$ cat config.mk
export PLATFORM = sky130hd
export DESIGN_NAME = refill_arb
export DESIGN_NICKNAME = d
export VERILOG_FILES = /design/src/rtl/refill_arb_pkg.sv /design/src/rtl/refill_arb_fsm.sv /design/src/rtl/refill_arb_route.sv /design/src/rtl/refill_arb.sv
export SDC_FILE = /design/constraint.sdc
export NUM_CORES = 1
export LEC_CHECK = 0
export BUFFER_PORTS_ARGS = -buffer_cell sky130_fd_sc_hd__buf_2
export CAP_MARGIN = 10
export CORE_ASPECT_RATIO = 1.4
export CORE_MARGIN = 5
export CORE_UTILIZATION = 44
export DETAILED_ROUTE_END_ITERATION = 12
export HOLD_SLACK_MARGIN = 0.05
export PLACE_DENSITY = 0.8
export SYNTH_ARGS = -nofsm -noshare
export SYNTH_HDL_FRONTEND = slang
export SYNTH_SLANG_ARGS = --single-unit
$ cat constraint.sdc
create_clock -name clk -period 1.83 [get_ports clk]
set_clock_uncertainty 0.2 [all_clocks]
set_input_delay 0.2745 -clock clk [delete_from_list [all_inputs] [get_ports clk]]
set_output_delay 0.2745 -clock clk [all_outputs]
set_load 0.02 [all_outputs]
$ cat src/rtl/refill_arb_pkg.sv
package refill_arb_pkg;

  typedef enum logic [2:0] {
    ST_IDLE   = 3'd0,
    ST_IFETCH = 3'd1,
    ST_DFETCH = 3'd2,
    ST_IFIN   = 3'd3,
    ST_DFIN   = 3'd4
  } arb_state_t;

  localparam int NREQ   = 2;
  localparam int IDX_IC = 0;
  localparam int IDX_DC = 1;

endpackage

$ cat src/rtl/refill_arb_fsm.sv
module refill_arb_fsm
  import refill_arb_pkg::*;
(
  input  logic       clk,
  input  logic       rst,
  input  logic       ic_req,
  input  logic       dc_req,
  input  logic       mem_rvalid,
  output arb_state_t state_q,
  output logic       launch,
  output logic       pick_dc,
  output logic       land
);

  arb_state_t state_d;

  always_comb begin
    state_d = state_q;
    case (state_q)
      ST_IDLE: begin
        if (dc_req)      state_d = ST_DFETCH;
        else if (ic_req) state_d = ST_IFETCH;
      end
      ST_IFETCH: if (mem_rvalid) state_d = ST_IFIN;
      ST_DFETCH: if (mem_rvalid) state_d = ST_DFIN;
      ST_IFIN:   state_d = ST_IDLE;
      ST_DFIN:   state_d = ST_IDLE;
      default:   state_d = ST_IDLE;
    endcase
  end

  always_ff @(posedge clk) begin
    if (rst) state_q <= ST_IDLE;
    else     state_q <= state_d;
  end

  assign launch  = (state_q == ST_IDLE) && (ic_req || dc_req);
  assign pick_dc = dc_req;
  assign land    = ((state_q == ST_IFETCH) || (state_q == ST_DFETCH)) && mem_rvalid;

  // reset lands in idle
  p_reset_idle_r1: assert property (@(posedge clk) rst |=> state_q == ST_IDLE);

  // data cache wins from idle
  p_dc_first_r2: assert property (@(posedge clk) disable iff (rst)
    (state_q == ST_IDLE && dc_req) |=> state_q == ST_DFETCH);

  // instruction fetch only with a lone instruction request
  p_ic_alone_r3: assert property (@(posedge clk) disable iff (rst)
    (state_q == ST_IDLE && ic_req && !dc_req) |=> state_q == ST_IFETCH);

  // fetch waits for memory
  p_fetch_wait_r4: assert property (@(posedge clk) disable iff (rst)
    ((state_q == ST_IFETCH || state_q == ST_DFETCH) && !mem_rvalid) |=> $stable(state_q));

  // finish always goes back to idle
  p_fin_idle_r6: assert property (@(posedge clk) disable iff (rst)
    (state_q == ST_IFIN || state_q == ST_DFIN) |=> state_q == ST_IDLE);

endmodule

$ cat src/rtl/refill_arb_route.sv
module refill_arb_route
  import refill_arb_pkg::*;
#(
  parameter int AW = 32,
  parameter int DW = 32
) (
  input  logic                     clk,
  input  logic                     rst,
  input  arb_state_t               state_q,
  input  logic                     launch,
  input  logic                     pick_dc,
  input  logic                     land,
  input  logic [NREQ-1:0][AW-1:0]  req_addr,
  input  logic                     mem_rvalid,
  input  logic [DW-1:0]            mem_rdata,
  output logic                     mem_req,
  output logic [AW-1:0]            mem_addr,
  output logic [NREQ-1:0]          grant,
  output logic [NREQ-1:0]          done,
  output logic [DW-1:0]            rsp_data
);

  logic [AW-1:0] addr_q;
  logic [DW-1:0] data_q;
  logic          fetching, finishing, owner_dc;

  always_ff @(posedge clk) begin
    if (rst) begin
      addr_q <= '0;
      data_q <= '0;
    end else begin
      if (launch) addr_q <= req_addr[pick_dc];
      if (land)   data_q <= mem_rdata;
    end
  end

  assign fetching  = (state_q == ST_IFETCH) || (state_q == ST_DFETCH);
  assign finishing = (state_q == ST_IFIN)   || (state_q == ST_DFIN);
  assign owner_dc  = (state_q == ST_DFETCH) || (state_q == ST_DFIN);

  assign mem_req  = fetching;
  assign mem_addr = addr_q;
  assign rsp_data = data_q;

  for (genvar g = 0; g < NREQ; g++) begin : g_port
    localparam logic IS_DC = (g == IDX_DC);
    assign grant[g] = (fetching || finishing) && (owner_dc == IS_DC);
    assign done[g]  = finishing && (owner_dc == IS_DC);

    // done lasts one cycle
    p_done_pulse_r5: assert property (@(posedge clk) disable iff (rst)
      done[g] |=> !done[g]);

    // grant held from fetch into finish
    p_grant_hold_r7: assert property (@(posedge clk) disable iff (rst)
      (grant[g] && mem_req && mem_rvalid) |=> grant[g]);
  end

  // quiet outputs after reset
  p_reset_quiet_r1: assert property (@(posedge clk)
    rst |=> (grant == '0) && (done == '0) && !mem_req);

  // request and address held until data returns
  p_addr_hold_r4: assert property (@(posedge clk) disable iff (rst)
    (mem_req && !mem_rvalid) |=> mem_req && $stable(mem_addr));

  // exactly one done after a return, carrying the returned word
  p_return_r5: assert property (@(posedge clk) disable iff (rst)
    (mem_req && mem_rvalid) |=> ($countones(done) == 1) && (rsp_data == $past(mem_rdata)));

  // grants exclusive
  p_grant_excl_r7: assert property (@(posedge clk) disable iff (rst)
    $onehot0(grant));

  // no memory traffic straight after a finish
  p_idle_gap_r6: assert property (@(posedge clk) disable iff (rst)
    (done != '0) |=> !mem_req && (grant == '0));

endmodule

$ cat src/rtl/refill_arb.sv
module refill_arb
  import refill_arb_pkg::*;
#(
  parameter int AW = 32,
  parameter int DW = 32
) (
  input  logic          clk,
  input  logic          rst,
  input  logic          ic_req,
  input  logic [AW-1:0] ic_addr,
  output logic          ic_grant,
  output logic          ic_done,
  output logic [DW-1:0] ic_data,
  input  logic          dc_req,
  input  logic [AW-1:0] dc_addr,
  output logic          dc_grant,
  output logic          dc_done,
  output logic [DW-1:0] dc_data,
  output logic          mem_req,
  output logic [AW-1:0] mem_addr,
  input  logic          mem_rvalid,
  input  logic [DW-1:0] mem_rdata
);

  arb_state_t              state_q;
  logic                    launch, pick_dc, land;
  logic [NREQ-1:0][AW-1:0] req_addr;
  logic [NREQ-1:0]         grant, done;
  logic [DW-1:0]           rsp_data;

  assign req_addr[IDX_IC] = ic_addr;
  assign req_addr[IDX_DC] = dc_addr;

  refill_arb_fsm u_fsm (
    .clk        (clk),
    .rst        (rst),
    .ic_req     (ic_req),
    .dc_req     (dc_req),
    .mem_rvalid (mem_rvalid),
    .state_q    (state_q),
    .launch     (launch),
    .pick_dc    (pick_dc),
    .land       (land)
  );

  refill_arb_route #(.AW(AW), .DW(DW)) u_route (
    .clk        (clk),
    .rst        (rst),
    .state_q    (state_q),
    .launch     (launch),
    .pick_dc    (pick_dc),
    .land       (land),
    .req_addr   (req_addr),
    .mem_rvalid (mem_rvalid),
    .mem_rdata  (mem_rdata),
    .mem_req    (mem_req),
    .mem_addr   (mem_addr),
    .grant      (grant),
    .done       (done),
    .rsp_data   (rsp_data)
  );

  assign ic_grant = grant[IDX_IC];
  assign dc_grant = grant[IDX_DC];
  assign ic_done  = done[IDX_IC];
  assign dc_done  = done[IDX_DC];
  assign ic_data  = rsp_data;
  assign dc_data  = rsp_data;

endmodule

==> impl_metrics.env <==
export IMPL_dp_slack_ns=0.0980
export IMPL_finalSetupViolations=0
export IMPL_fin_ws_ns=0.108
export IMPL_grtUsageMet1_pct=19.3
export IMPL_max_cap_viol_count=0
export IMPL_max_slew_margin_rel_pct=65.7
export IMPL_holdCritPathClass="in2reg"
export IMPL_rows=38
export IMPL_first_iter_violations=85
export IMPL_crit_buf_inv=2
export IMPL_use_met3_pct=3.98
export IMPL_initial_core_util_pct=45.2
export IMPL_slew_violations=0
export IMPL_area_growth_pct=37.2
export IMPL_numCtsBuffers=9
export IMPL_grt_busiest_layer="met2"
export IMPL_leakage_nw=2.31
export IMPL_cp_slowest_cell="dfxtp_2"
export IMPL_dr_pass1_iters=4
export IMPL_worst_pin_slew_ns=0.515
export IMPL_setup_tns_ns=0
export IMPL_dpl_hpwl_um=6660
export IMPL_grt_max_degree=100
export IMPL_synth_distinct_cells=23
export IMPL_htree_num_levels=3
export IMPL_hold_slack_ns=0.0768
export IMPL_final_layout_size_suffix_gt1_share_pct=48.8
export IMPL_clkTransAtPathRegs_ns=0.07
export IMPL_run_status="finished, final reports clean"
export IMPL_synth_yosys_seq_area_share_pct=38.3
export IMPL_wire_per_inst_um=15.1
export IMPL_cts_sinks=67
export IMPL_remaining_drc_errors=0
export IMPL_p_per_area_nw_per_um2=836
export IMPL_die_h_um=116
export IMPL_totalPowerFinal_mw=4.02
export IMPL_postSynthCellCount=344
export IMPL_grt_pass1_wl_um=15000
export IMPL_antenna_found_initial=0
export IMPL_worstPathRequired_ns=1.36
export IMPL_routabilityCongestion=0.788
export IMPL_ios=202
export IMPL_vias=3147
export IMPL_fin_nets=633
export IMPL_synth_warnings=0
export IMPL_cts_buffer_depth=2
export IMPL_ys_seq_elements=67
export IMPL_fin_crit_ns=1.72
export IMPL_critPathArrivalTime_ns=1.25
export IMPL_post_cts_buffers=0
export IMPL_die_w_um=85.4
export IMPL_grt_use_total_pct=19.1
export IMPL_syn_area_sq_um=3500
export IMPL_hold_violations=0
export IMPL_cp_start_kind="register"
export IMPL_syn_nets=445
export IMPL_io_buffers=201
export IMPL_clkLatencyLatePin_ns=0.33
export IMPL_cp_slowest_stage_delay_ns=0.35
export IMPL_ir_drop_v=0.000532
export IMPL_first_global_vias=3224
export IMPL_max_freq_ghz=0.581
export IMPL_finalCritPeriodShare_pct=94.1
export IMPL_grt_ovfl_total=0
export IMPL_routed_wl_um=9660
export IMPL_rsz0062_at_grt="false"
export IMPL_cp_max_fo=6
export IMPL_cp_end_kind="primary output"
export IMPL_setup_worst_path_class="reg2out"
export IMPL_cts_root_buf="clkbuf_8"
export IMPL_coreArea_sq_um=7750
export IMPL_cts_tree="yes"
export IMPL_synth_area_per_cell_sq_um=10.2
export IMPL_ant_nets=0
export IMPL_crit_chain="buf_4 -> xnor2_1 -> nor2_1 -> buf_2"
export IMPL_met2_usage_pct=35.0
export IMPL_vias_per_cell=4.92
export IMPL_critPathTopFamily="flip-flops"
export IMPL_die_area_sq_um=9860
-- cells in the final DEF, fill, tap and decap left out, drive strengths merged --
cell / count
diode: 2
nor2: 3
a21oi: 33
a211oi: 32
mux2i: 64
clkinv: 2
nor4: 3
or2: 1
inv: 2
nor3: 2
dlygate4sd3: 33
o21ai: 1
and2: 2
clkbuf: 14
nand2: 1
dfxtp: 67
nor3b: 2
xnor2: 2
buf: 209
nand2b: 64
-- flip-flops by register name, summed over array words and instances (netlist names) --
| name | cells |
|---|---|
| u_route.mem_addr | 32 |
| u_route.rsp_data | 32 |
| u_fsm.state_q | 3 |
-- worst register-to-register path: stages, from the launching register on --
cell	delay, ns
dfxtp_2	0.45
xnor2_1	0.13
nor3b_2	0.24
buf_12	0.28
mux2i_1	0.25
-- path summary, 6_finish.rpt --
check                                    startpoint              endpoint  slack (ns)  cells after the start
worst max register to register     u_fsm.state_q[0]  u_route.rsp_data[13]        0.21                      4
worst max-delay path               u_fsm.state_q[2]              dc_grant        0.11                      4
worst min-delay path                     ic_addr[9]   u_route.mem_addr[9]        0.08                      3
worst min register to register  u_route.rsp_data[5]   u_route.rsp_data[5]        0.28                      2
-- layout make-up --
type	count	area, sq um
diodes	2	5.00
clock buffers	14	163
clock inverters	2	10.0
fillers	648	2950
inverters	2	7.51
multi-input cells	210	1720
flip-flops and latches	67	1350
well taps	100	125
repair buffers	242	1420
-- metal layers --
metal	vias up	share of wire, %
li1	1530	-
met5	-	0
met3	31	6.9
met1	1463	36
met2	123	53
met4	0	4.0
-- stage by stage --
step	instances	instance area (sq um)	utilization, %
after CTS	637	4790	61.8
after detailed placement	588	4280	55.2
after global routing	637	4800	61.9
after global placement	588	4280	55.2
after floorplan	344	3500	-
final	639	4800	62.0
-- kinds of logic after synthesis --
group                  share of synthesized area [%]
AO/OA/AOI/OAI                                   16.0
AND/OR/NAND/NOR                                 14.1
flip-flops                                      38.3
multiplexers                                    18.3
XOR/XNOR                                       0.501
buffers and inverters                           12.8
-- Yosys cell counts (all sizes together) --
| cell type | count | area share (%) |
|---|---|---|
| o21ai | 1 | 0.14 |
| nor3b | 2 | 0.43 |
| a211oi | 32 | 11 |
| inv | 2 | 0.21 |
| nand2b | 64 | 11 |
| dfxtp | 67 | 38 |
| nor2 | 3 | 0.32 |
| mux2i | 64 | 18 |
| a21oi | 33 | 4.7 |
| clkbuf | 17 | 1.9 |
| or2 | 1 | 0.18 |
| and2 | 2 | 0.43 |
| nand2 | 1 | 0.11 |
| xnor2 | 2 | 0.50 |
| buf | 48 | 11 |
| nor3 | 2 | 0.61 |
| nor4 | 3 | 0.54 |
-- where the power goes --
| part | internal [mW] | switching [mW] | leakage (nW) | total, mW |
|---|---|---|---|---|
| sequential | 1.61 | 0.0970 | 0.552 | 1.71 |
| clock | 0.564 | 0.520 | 0.0905 | 1.08 |
| combinational | 0.517 | 0.709 | 1.67 | 1.23 |
-- timing repair --
item | 4_1_cts | 5_1_grt
endpoints found under the hold margin | 34 | 0
hold buffers | 33 | 0
endpoints found under the setup margin | 4 | 2
resized for setup | 3 | 3
Note: power is estimated with default switching activity, not from simulation.
